<file path="src/rtl/bau_pkg.sv">
package bau_pkg;

   typedef enum logic [2:0] {
      OPK_NONE,
      OPK_ALIGN,
      OPK_ALIGN_LE,
      OPK_FALIGN,
      OPK_ILLEGAL
   } op_kind_e;

   typedef struct packed {
      logic do_align;
      logic do_falign;
      logic ill;
      logic fpu_trap;
      logic gsr_rd;
      logic gsr_wr;
   } dec_t;

endpackage

</file>
<file path="src/rtl/bau_decode.sv">
module bau_decode
   import bau_pkg::*;
#(
   parameter int                OPC_W        = 9,
   parameter int                AUX_W        = 5,
   parameter logic [OPC_W-1:0]  OPC_ALIGN    = 9'h018,
   parameter logic [OPC_W-1:0]  OPC_ALIGN_LE = 9'h01a,
   parameter logic [OPC_W-1:0]  OPC_FALIGN   = 9'h048,
   parameter logic [AUX_W-1:0]  AUX_GSR      = 5'h13
) (
   input  logic             op_valid,
   input  logic [OPC_W-1:0] op_code,
   input  logic             fpu_en,
   input  logic             aux_rd,
   input  logic             aux_wr,
   input  logic [AUX_W-1:0] aux_num,
   output dec_t             dec
);

   op_kind_e kind;
   logic     gsr_sel;

   always_comb begin
      case (op_code)
         OPC_ALIGN:    kind = OPK_ALIGN;
         OPC_ALIGN_LE: kind = OPK_ALIGN_LE;
         OPC_FALIGN:   kind = OPK_FALIGN;
         default:      kind = OPK_ILLEGAL;
      endcase
      if (!op_valid) kind = OPK_NONE;
   end

   assign gsr_sel = (aux_num == AUX_GSR);

   always_comb begin
      dec = '0;
      if (!fpu_en) begin
         dec.fpu_trap = op_valid | (gsr_sel & (aux_rd | aux_wr));
      end else begin
         dec.gsr_rd = gsr_sel & aux_rd;
         dec.gsr_wr = gsr_sel & aux_wr;
         unique case (kind)
            OPK_ALIGN:   dec.do_align  = 1'b1;
            OPK_FALIGN:  dec.do_falign = 1'b1;
            OPK_ILLEGAL: dec.ill       = 1'b1;
            default:     ;
         endcase
      end
   end

endmodule

</file>
<file path="src/rtl/bau_addr_align.sv">
module bau_addr_align #(
   parameter int DATA_W = 64,
   parameter int OFF_W  = 3
) (
   input  logic [DATA_W-1:0] a,
   input  logic [DATA_W-1:0] b,
   output logic [DATA_W-1:0] aligned,
   output logic [OFF_W-1:0]  off
);

   logic [DATA_W-1:0] sum;

   assign sum     = a + b;
   assign aligned = {sum[DATA_W-1:OFF_W], {OFF_W{1'b0}}};
   assign off     = sum[OFF_W-1:0];

endmodule

</file>
<file path="src/rtl/bau_funnel.sv">
module bau_funnel #(
   parameter int DATA_W      = 64,
   parameter int OFF_W       = 3,
   parameter int SHIFT_STYLE = 0
) (
   input  logic [DATA_W-1:0] hi,
   input  logic [DATA_W-1:0] lo,
   input  logic [OFF_W-1:0]  off,
   output logic [DATA_W-1:0] y
);

   localparam int NBYTES = 1 << OFF_W;
   localparam int BYTE_W = DATA_W / NBYTES;

   generate
      if (SHIFT_STYLE == 0) begin : g_mux
         logic [DATA_W-1:0] cand [NBYTES];
         for (genvar k = 0; k < NBYTES; k++) begin : g_cand
            if (k == 0) begin : g_zero
               assign cand[k] = hi;
            end else begin : g_shift
               assign cand[k] = {hi[DATA_W-1-k*BYTE_W:0], lo[DATA_W-1 -: k*BYTE_W]};
            end
         end
         assign y = cand[off];
      end else begin : g_wide
         logic [2*DATA_W-1:0] cat;
         assign cat = {hi, lo} << (32'(off) * BYTE_W);
         assign y   = cat[2*DATA_W-1:DATA_W];
      end
   endgenerate

endmodule

</file>
<file path="src/rtl/bau_gsr_reg.sv">
module bau_gsr_reg #(
   parameter int GSR_W = 64,
   parameter int OFF_W = 3
) (
   input  logic             clk,
   input  logic             rst_n,
   input  logic             wr_en,
   input  logic [GSR_W-1:0] wr_data,
   input  logic             upd_en,
   input  logic [OFF_W-1:0] upd_off,
   output logic [GSR_W-1:0] q
);

   always_ff @(posedge clk or negedge rst_n) begin
      if (!rst_n) begin
         q <= '0;
      end else if (wr_en) begin
         q <= wr_data;
      end else if (upd_en) begin
         q[OFF_W-1:0] <= upd_off;
      end
   end

endmodule

</file>
<file path="src/rtl/byte_align_unit.sv">
module byte_align_unit
   import bau_pkg::*;
#(
   parameter int                DATA_W       = 64,
   parameter int                GSR_W        = 64,
   parameter int                OPC_W        = 9,
   parameter int                AUX_W        = 5,
   parameter logic [OPC_W-1:0]  OPC_ALIGN    = 9'h018,
   parameter logic [OPC_W-1:0]  OPC_ALIGN_LE = 9'h01a,
   parameter logic [OPC_W-1:0]  OPC_FALIGN   = 9'h048,
   parameter logic [AUX_W-1:0]  AUX_GSR      = 5'h13,
   parameter int                SHIFT_STYLE  = 0
) (
   input  logic              clk,
   input  logic              rst_n,
   input  logic              op_valid_i,
   input  logic [OPC_W-1:0]  op_code_i,
   input  logic [DATA_W-1:0] src_a_i,
   input  logic [DATA_W-1:0] src_b_i,
   input  logic              fpu_en_i,
   input  logic              aux_rd_i,
   input  logic              aux_wr_i,
   input  logic [AUX_W-1:0]  aux_num_i,
   input  logic [GSR_W-1:0]  aux_wdata_i,
   output logic              res_valid_o,
   output logic [DATA_W-1:0] res_data_o,
   output logic              aux_rvalid_o,
   output logic [GSR_W-1:0]  aux_rdata_o,
   output logic              trap_fpu_o,
   output logic              trap_ill_o
);

   localparam int NBYTES = DATA_W / 8;
   localparam int OFF_W  = $clog2(NBYTES);

   generate
      if (DATA_W % 8 != 0) begin : g_bad_width
         $error("byte_align_unit: DATA_W must be a whole number of bytes");
      end
      if ((1 << OFF_W) != NBYTES) begin : g_bad_pow2
         $error("byte_align_unit: DATA_W/8 must be a power of two");
      end
      if (GSR_W < OFF_W) begin : g_bad_gsr
         $error("byte_align_unit: GSR_W too narrow for the byte offset");
      end
      if (SHIFT_STYLE != 0 && SHIFT_STYLE != 1) begin : g_bad_style
         $error("byte_align_unit: SHIFT_STYLE must be 0 or 1");
      end
   endgenerate

   dec_t              dec;
   logic [GSR_W-1:0]  gsr_q;
   logic [DATA_W-1:0] align_res;
   logic [OFF_W-1:0]  align_off;
   logic [DATA_W-1:0] fal_res;
   logic [DATA_W-1:0] res_next;

   bau_decode #(
      .OPC_W        (OPC_W),
      .AUX_W        (AUX_W),
      .OPC_ALIGN    (OPC_ALIGN),
      .OPC_ALIGN_LE (OPC_ALIGN_LE),
      .OPC_FALIGN   (OPC_FALIGN),
      .AUX_GSR      (AUX_GSR)
   ) u_dec (
      .op_valid (op_valid_i),
      .op_code  (op_code_i),
      .fpu_en   (fpu_en_i),
      .aux_rd   (aux_rd_i),
      .aux_wr   (aux_wr_i),
      .aux_num  (aux_num_i),
      .dec      (dec)
   );

   bau_addr_align #(
      .DATA_W (DATA_W),
      .OFF_W  (OFF_W)
   ) u_addr (
      .a       (src_a_i),
      .b       (src_b_i),
      .aligned (align_res),
      .off     (align_off)
   );

   bau_funnel #(
      .DATA_W      (DATA_W),
      .OFF_W       (OFF_W),
      .SHIFT_STYLE (SHIFT_STYLE)
   ) u_fun (
      .hi  (src_a_i),
      .lo  (src_b_i),
      .off (gsr_q[OFF_W-1:0]),
      .y   (fal_res)
   );

   bau_gsr_reg #(
      .GSR_W (GSR_W),
      .OFF_W (OFF_W)
   ) u_gsr (
      .clk     (clk),
      .rst_n   (rst_n),
      .wr_en   (dec.gsr_wr),
      .wr_data (aux_wdata_i),
      .upd_en  (dec.do_align),
      .upd_off (align_off),
      .q       (gsr_q)
   );

   assign res_next = dec.do_align ? align_res : fal_res;

   always_ff @(posedge clk or negedge rst_n) begin
      if (!rst_n) begin
         res_valid_o  <= 1'b0;
         res_data_o   <= '0;
         aux_rvalid_o <= 1'b0;
         aux_rdata_o  <= '0;
         trap_fpu_o   <= 1'b0;
         trap_ill_o   <= 1'b0;
      end else begin
         res_valid_o  <= dec.do_align | dec.do_falign;
         aux_rvalid_o <= dec.gsr_rd;
         trap_fpu_o   <= dec.fpu_trap;
         trap_ill_o   <= dec.ill;
         if (dec.do_align | dec.do_falign) res_data_o  <= res_next;
         if (dec.gsr_rd)                   aux_rdata_o <= gsr_q;
      end
   end

endmodule

</file>
<file path="config.mk">
export PLATFORM = sky130hd
export DESIGN_NAME = byte_align_unit
export DESIGN_NICKNAME = d
export VERILOG_FILES = /design/src/rtl/bau_pkg.sv /design/src/rtl/bau_decode.sv /design/src/rtl/bau_addr_align.sv /design/src/rtl/bau_funnel.sv /design/src/rtl/bau_gsr_reg.sv /design/src/rtl/byte_align_unit.sv
export SDC_FILE = /design/constraint.sdc
export NUM_CORES = 1
export LEC_CHECK = 0
export BUFFER_PORTS_ARGS = -buffer_cell sky130_fd_sc_hd__buf_2
export CORE_MARGIN = 1.5
export CORE_UTILIZATION = 42
export DETAILED_ROUTE_END_ITERATION = 6
export PLACE_DENSITY = 0.72
export SYNTH_ARGS = -nofsm -noshare
export SYNTH_HDL_FRONTEND = slang
export SYNTH_SLANG_ARGS = --single-unit
</file>
<file path="constraint.sdc">
create_clock -name clk -period 2.6 [get_ports clk]
set_input_delay 0.13 -clock clk [delete_from_list [all_inputs] [get_ports clk]]
set_output_delay 0.13 -clock clk [all_outputs]
set_load 0.01 [all_outputs]
</file>
-- Word-level counts from Yosys, hierarchy flattened
Index checks and enable logic that the tools add are counted.
- register bits after elaboration: 196
- input port bits: 212
- output and inout port bits: 132
- word-level logic and storage cells: 39
- add/subtract/negate cells: 1
- $lt $le $gt $ge: 1
- eq/ne operators: 7
- mux-type cells: 14
- bitwise logic cells: 7
- reductions and logical operators: 1
- operator list (cell ; number):
    $bmux W64 S3 ; 1
    $mux W64 ; 3
    $add A64 B64 Y64 ; 1
    $eq A9 B5 Y1 const B ; 2
    $mux W3 ; 4
    $eq A9 B7 Y1 const B ; 1
    $pmux W3 S3 ; 1
    $eq A5 B5 Y1 const B ; 1
    $ge A4 B4 Y1 const B ; 1
    $mux W1 ; 4
    $not A3 Y4 ; 1
    $and A1 B1 Y1 ; 3
    $eq A3 B1 Y1 const B ; 1
    $eq A3 B2 Y1 const B ; 1
    $eq A3 B3 Y1 const B ; 1
    $or A1 B1 Y1 ; 3
    $mux W2 ; 1
    $reduce_bool A2 Y1 ; 1

-- Logic depth before layout (Yosys ltp)
Gate-level depths: netlist (run 1).
- depth after elaboration: 8
- depth in mapped cells: 13
- gate-level depth less buffers: 13

-- By module
Synthesis (run 1) repeated with hierarchy kept, for this count alone.
- cells, all modules: 1468
- area total of the unflattened synthesis: 14823.0 µm²
- by module, submodules not included (module ; times used ; cells each ; area each (µm²) ; sequential area each (µm²)):
    byte_align_unit ; 1 ; 417 ; 5460.2 ; 3303.2
    bau_addr_align ; 1 ; 577 ; 3870.0 ; 0.0
    bau_funnel ; 1 ; 316 ; 2880.3 ; 0.0
    bau_gsr_reg ; 1 ; 141 ; 2491.1 ; 1601.5
    bau_decode ; 1 ; 17 ; 121.4 ; 0.0

-- Worst setup path after synthesis (run 1)
No wires, ideal clock.
- kind: input port to flip-flop
- start point: input port src_a_i[0]
- end point: register res_data_o[62]
- library setup time: 0.126 ns
- arrival time: 2.811 ns
- required time: 2.474 ns
- path slack: -0.337 ns
- stages on the path: 13
- buffers on the path: 0
- path through: ha_1 -> fa_1 -> a21oi_1 -> o22ai_1 -> o21a_1 -> o21ai_0 -> a21oi_2 -> a41oi_1 -> o21ai_2 -> a31oi_1 -> o21ai_1 -> mux2i_1 -> a221o_1
- cells in the longest elaborated chain, start to end: 2
- RTL lines (what ; RTL line ; RTL):
    from (decl) ; byte_align_unit.sv:18 ; input logic [DATA_W-1:0] src_a_i,
    $add A64 B64 Y64 ; bau_addr_align.sv:13 ; assign sum = a + b;
    $mux W64 ; byte_align_unit.sv:109 ; assign res_next = dec.do_align ? align_res : fal_res;
    to (signal assigned) ; byte_align_unit.sv:124 ; if (dec.do_align | dec.do_falign) res_data_o <= res_next;
    to (decl) ; byte_align_unit.sv:26 ; output logic [DATA_W-1:0] res_data_o,
No other way between the ends.
A chain may end at the register's enable or synchronous reset.

-- Worst setup path in the final report (run 1)
- start point: input port src_a_i[0]
- end point: register res_data_o[52]
The elaborated chain is that of the path after synthesis.

==> results of run 1 <==
-- final cells by class --
type / count / area share, %
antenna: 2 / 0.0252
clock buffer: 17 / 2.14
clock inverter: 15 / 1.22
inverter: 21 / 0.397
multi-input combinational: 1222 / 44.7
sequential: 196 / 24.7
tap: 442 / 2.78
timing repair buffer: 707 / 24.0
-- per-layer routing --
metal / up-vias / wire length (um)
met4: 0 / 2330
met3: 114 / 6560
li1: 6795 / -
met1: 7359 / 25900
met5: - / 0
met2: 846 / 28700
-- through the flow --
| step | instances | setup TNS [ps] |
|---|---|---|
| floorplan | 1534 | -61.9 |
| global placement | 2514 | -11510 |
| detailed placement | 2514 | -14890 |
| CTS | 2615 | 0 |
| global route | 2620 | -83.6 |
| finish | 2622 | 0 |
-- worst register-to-register path: cells and delay by family, from the launching register on --
family          cells  cell delay (ps)
mux                 2              810
flops               1              660
buf+inv             2              480
compound gates      2              450
simple gates        1               60
-- report_power, final --
| part | switching, W | internal (W) |
|---|---|---|
| clock network | 0.00158 | 0.00140 |
| logic | 0.00240 | 0.00206 |
| registers | 0.000167 | 0.00328 |
-- flip-flops by register name (all words and copies together), names as in the netlist --
name,flops
u_gsr.q,64
trap_ill_o,1
res_data_o,64
res_valid_o,1
trap_fpu_o,1
aux_rvalid_o,1
aux_rdata_o,64
-- worst min-delay path by stage --
stage	from	end	slack (ps)	depth (start not counted)
4_1_cts	op_code_i[6]	trap_ill_o	110	3
5_1_grt	op_code_i[6]	trap_ill_o	110	3
3_5_place_dp	rst_n	u_gsr.q[14]	230	1
2_1_floorplan	rst_n	aux_rdata_o[0]	-170	0
6_report	src_b_i[0]	u_gsr.q[0]	120	4
3_3_place_gp	rst_n	u_gsr.q[18]	220	1
-- cell families (layout without fill, tap and decap cells) --
kind of cell,after synthesis,count (layout),synth area share (%)
adders and majority gates,64,64,5.79
and+or+nand+nor,499,499,15.0
muxes,219,219,19.7
AOI/OAI and AO/OA,380,380,17.4
other,0,2,0
buffers and inverters,116,760,3.23
DFF,196,196,35.1
xor gates and xnor gates,60,60,3.77
-- timing repair --
item / 4_1_cts / 5_1_grt
buffers inserted: 1 / 5
gates resized for setup: 4 / 38
endpoints found under the setup margin: 14 / 27
hold endpoints to repair: 142 / 0
hold buffers: 68 / 0
pin swaps: 3 / 20
-- layout by cell type (no fill, tap or decap), types with 7 or more instances in the layout --
| master | n |
|---|---|
| a21oi_2 | 9 |
| mux4_2 | 37 |
| o21bai_1 | 9 |
| o221ai_1 | 13 |
| nand4_1 | 16 |
| o211ai_1 | 7 |
| a21oi_1 | 101 |
| mux2i_1 | 102 |
| a21o_1 | 42 |
| clkbuf_16 | 17 |
| nand2b_1 | 8 |
| nand2_1 | 301 |
| o21ai_1 | 7 |
| buf_2 | 340 |
| mux2_2 | 80 |
| ha_1 | 59 |
| a22oi_1 | 8 |
| inv_1 | 18 |
| a31oi_1 | 7 |
| xnor2_1 | 31 |
| a211o_1 | 7 |
| buf_4 | 285 |
| o21a_1 | 16 |
| dlygate4sd3_1 | 68 |
| and3_1 | 8 |
| xor2_1 | 29 |
| a211oi_1 | 14 |
| a221oi_1 | 12 |
| nor2b_1 | 9 |
| nand3_1 | 19 |
| dfrtp_1 | 193 |
| buf_12 | 11 |
| nor2_1 | 103 |
| o21ai_0 | 81 |
| nor3_1 | 11 |
==> impl_metrics.toml, run 1 <==
[outcome]
status = "finished, final reports clean"

[timing]
whs_ps = 121
fin_skew_ps = 13.8
max_slew_margin_pct = 50.3
finalSetupViolations = 0
slew_violations = 0
setup_slack_ps = 6.41
post-route-min-period_ps = 2590
tightest_slew_ps = 745
fmax_ghz = 0.386
fin_crit_sh_pct = 99.8
rsz0062_at_grt = "true"
hold_viol_final = 0

[critical_path]
regToRegEndpoint = "res_data_o[28]"
critPathKind = "in -> reg"
worst-path-stages = 14
cp.arrival_ps = 2930
cp_data_required_time_ps = 2940
crit_fanout = 3
worstPathCellList = "buf_12 > ha_4 > fa_2 > a21oi_4 > o22ai_4 > o21ai_2 > a21oi_2 > a221o_1 > a21oi_4 > o31ai_4 > a211o_1 > nand4_1 > a221oi_2 > a211o_1"
path_buf_inv = 1
worst_setup_path_start_kind = "input port"
crit_path_start = "src_a_i[0]"
cp_top_family = "compound AO/OA/AOI/OAI gates"
worst_path_largest_cell_delay_ps = 450
reg2reg_from = "u_gsr.q[1]"
r2r_slack_ps = 30
endpoint = "res_data_o[52]"
crit_path_end_kind = "register"
r2r_cells = 7
slowest_stage = "a221o_1"

[cts]
insertion_delay_ps = 450
cts_tree = "built"
cts_buffers = 17
clockBufferDepth = 2
path_clk_slew_ps = 90
htreeDepth = 4
cts_sinks = 196
clockRootBuffer = "clkbuf_16"

[place]
gp_congestion = 1.03
dp_hpwl_mm = 50.4
pre_cts_slack_ps = -591
placed_area_um2 = 18300
io_buffers = 343

[global_route]
grt_max_degree = 82
met2_usage_pct = 58.0
grt_pass1_vias = 14846
grt.busiest_layer = "met2"
antenna_found_initial = 2
met3_usage_pct = 8.04
grt_use_met1_pct = 48.1
grt_pass1_wl_mm = 91.5
track_usage_pct = 36.4
overflow = 0

[flow_run]
maxCapViolations = 0

[logic_synthesis]
synthCells = 1534
syn_area_um2 = 14000
synth_edf_count = 0
syn_area_per_cell_um2 = 9.10
synthTopCellsByCount = "nand2_1, dfrtp_1, a21oi_1"
synthArstFlopShare_pct = 100
yosys.area.top_type = "dfrtp_1"
syn_nets = 1810
yosys.area.top_type_share_pct = 35.1
synth_cell_type_count = 65
synth-seq-cells = 196
synth-main-ff-cell = "dfrtp_1"
ys_warn_count = 0
synth.area.top_cells = "dfrtp_1, nand2_1, mux2i_1"
yosysMostFrequentCell = "nand2_1"
yosysSeqAreaShare_pct = 35.1

[floorplanning]
rows = 66
die_h_um = 185
core_um2 = 32600
dieWidth_um = 185
start_util_pct = 42.8
die_area_um2 = 34300
io_pins = 344

[layout]
utilization_pct = 60.9
syn_to_final_growth_pct = 42.4
drive_gt1_share_pct = 38.7
multiInputGateArea_um2 = 8880
seqCellArea_um2 = 4910
final_area_um2 = 19900
finalNetCount = 2441
num-fill-cells = 2744

[power]
p_leak_nw = 10.2
power_density_nw_per_um2 = 548
irDropWorstVdd_uv = 442
power.total_w = 0.0109

[detailed_routing]
vias_per_cell = 5.76
drt_iter0_markers = 1356
drc = 0
routed_wl_mm = 63.5
first_pass_iters = 6
wl_per_cell_um = 24.2
via_count = 15114
ant_nets = 0

[hold_path]
hold_class = "in -> reg"
No activity file was read; power rests on OpenSTA's default activity.
==> run 2, diff against run 1 <==
- BUFFER_PORTS_ARGS: -buffer_cell sky130_fd_sc_hd__buf_2 -> -buffer_cell sky130_fd_sc_hd__buf_4
==> run 2 against run 1 <==
Effect of this change:
- critical endpoint unchanged
- power increased by 0.60%
- hold slack lost 75 ps
- clock power shrank 2%
- largest cell class unchanged
- wire length up 2.6%
- non-clock buffer count grew 1
- final cell count about the same
- final area rose by 4.0%
- maximum frequency rose by 2.4%
- register-to-register slack improved by 100 ps
- critical path type unchanged
==> impl_metrics.toml, run 2 (same netlist as run 1, synthesis figures left out) <==
[outcome]
status = "finished, final reports clean"

[critical_path]
r2r_slack_ps = 130
cp.arrival_ps = 2880
critPathKind = "in -> reg"
crit_path_end_kind = "register"
r2r_cells = 6
crit_path_start = "src_a_i[0]"
path_buf_inv = 1
slowest_stage = "a221o_1"
worst_path_largest_cell_delay_ps = 410
worst_setup_path_start_kind = "input port"
reg2reg_from = "u_gsr.q[1]"
crit_fanout = 3
endpoint = "res_data_o[52]"
worstPathCellList = "buf_4 > ha_4 > fa_2 > a21oi_2 > o22ai_2 > o21ai_1 > a21oi_2 > a221o_1 > a21oi_4 > o31ai_4 > a211o_1 > nand4_1 > a221oi_1 > a211o_1"
regToRegEndpoint = "res_data_o[9]"
cp_data_required_time_ps = 2950
cp_top_family = "compound AO/OA/AOI/OAI gates"
worst-path-stages = 14

[floorplanning]
start_util_pct = 42.8
io_pins = 344
dieWidth_um = 185
rows = 66
die_h_um = 185
core_um2 = 32600
die_area_um2 = 34300

[detailed_routing]
wl_met3_mm = 6.26
top_layer = "met5"
drc = 0
ant_nets = 0
routed_wl_mm = 65.2
drt_iter0_markers = 1507
vias_per_cell = 5.86
met1_length_mm = 26.3
via_count = 15361
wl_per_cell_um = 24.8
first_pass_iters = 6
met2_wirelength_mm = 29.8

[cts]
cts_buffers = 17
cts_tree = "built"
htreeDepth = 4
clockRootBuffer = "clkbuf_16"
insertion_delay_ps = 470
clockBufferDepth = 2
cts_sinks = 196
path_clk_slew_ps = 100

[power]
p_leak_nw = 10.4
irDropWorstVdd_uv = 512
power_density_nw_per_um2 = 530

[global_route]
grt_pass1_vias = 15109
track_usage_pct = 37.5
overflow = 0
grt_max_degree = 79
grt_pass1_wl_mm = 94.1
antenna_found_initial = 2

[layout]
utilization_pct = 63.4
top_regs = "aux_rdata_o: 64 flops, res_data_o: 64 flops, u_gsr.q: 64 flops"
instances_no_fill = 2623
final_common_cell = "buf_4"
final_cell_mix = "buf_4, nand2_1, dfrtp_1, nor2_1, a21oi_1"
drive_gt1_share_pct = 38.5
syn_to_final_growth_pct = 48.1
finalNetCount = 2442

[timing]
max_slew_margin_pct = 20.4
slew_violations = 0
fin_skew_ps = 29.4
whs_ps = 45.8
setup_tns_ps = 0
setup_slack_ps = 67.3
post-route-min-period_ps = 2530
tightest_slew_ps = 1190
fin_crit_sh_pct = 97.4
finalSetupViolations = 0
hold_viol_final = 0
fmax_ghz = 0.395

[place]
pre_cts_slack_ps = -554
placedCellCount = 2519
dp_hpwl_mm = 51.5
io_buffers = 343
gp_congestion = 1.08

[hold_path]
hold_class = "in -> reg"

[flow_run]
maxCapViolations = 0
run 2: cell count changes in the layout (fill, tap and decap cells not counted), moves of 2 or more:
cell	before	now
a21oi_1	101	103
a21oi_4	5	2
buf_12	11	13
buf_2	340	0
buf_4	285	626
buf_6	2	0
inv_6	1	3
o22ai_2	0	2
run 2: area by class of cell:
class / count / area (um^2)
multi-input combinational: 1222 / 8820
tap: 442 / 553
antenna: 2 / 5.00
clock buffer: 17 / 425
clock inverter: 15 / 223
fill: 2692 / 11900
sequential: 196 / 4910
inverter: 21 / 78.8
timing repair buffer: 708 / 5650
run 2: worst reg2reg max path, stage by stage, from the launching register on:
cell,delay (ps)
dfrtp_4,630
buf_12,210
mux2_2,360
o21ai_0,310
o21ai_0,340
a221oi_1,430
nor2_1,70
run 2: stage by stage:
step	power, W	cell area, um^2
final	0.0109	20700
after global routing	0.0114	20700
after CTS	0.0108	20500
after detailed placement	0.00780	19200
after global placement	0.00777	19200
after floorplan	0.00577	14100
run 2: layer usage:
layer  vias to the layer above  global-route usage [%]
met5                         -                       0
li1                       6808                       -
met3                       132                    6.61
met4                         2                    15.6
met2                       909                    60.4
met1                      7510                    49.8
run 2: worst min-delay path by stage:
stage	start	endpoint	slack, ps	cells after the start
2_1_floorplan	rst_n	aux_rdata_o[0]	-170	0
5_1_grt	op_code_i[6]	trap_ill_o	60	3
6_report	op_code_i[6]	trap_ill_o	50	3
3_5_place_dp	rst_n	u_gsr.q[13]	210	1
3_3_place_gp	rst_n	u_gsr.q[24]	200	1
4_1_cts	op_code_i[6]	trap_ill_o	20	3
run 2: repair_timing:
item	CTS	global route
setup endpoints to repair	5	19
pin swaps	1	8
hold endpoints to repair	141	0
setup buffers	0	2
hold buffers	68	0
resized for setup	5	20
run 2: report_power, final:
| part | switching (W) | leakage, nW | internal [W] | total, W |
|---|---|---|---|---|
| combinational | 0.00239 | 7.42 | 0.00219 | 0.00458 |
| sequential | 0.000167 | 2.67 | 0.00328 | 0.00344 |
| clock | 0.00155 | 0.314 | 0.00137 | 0.00293 |
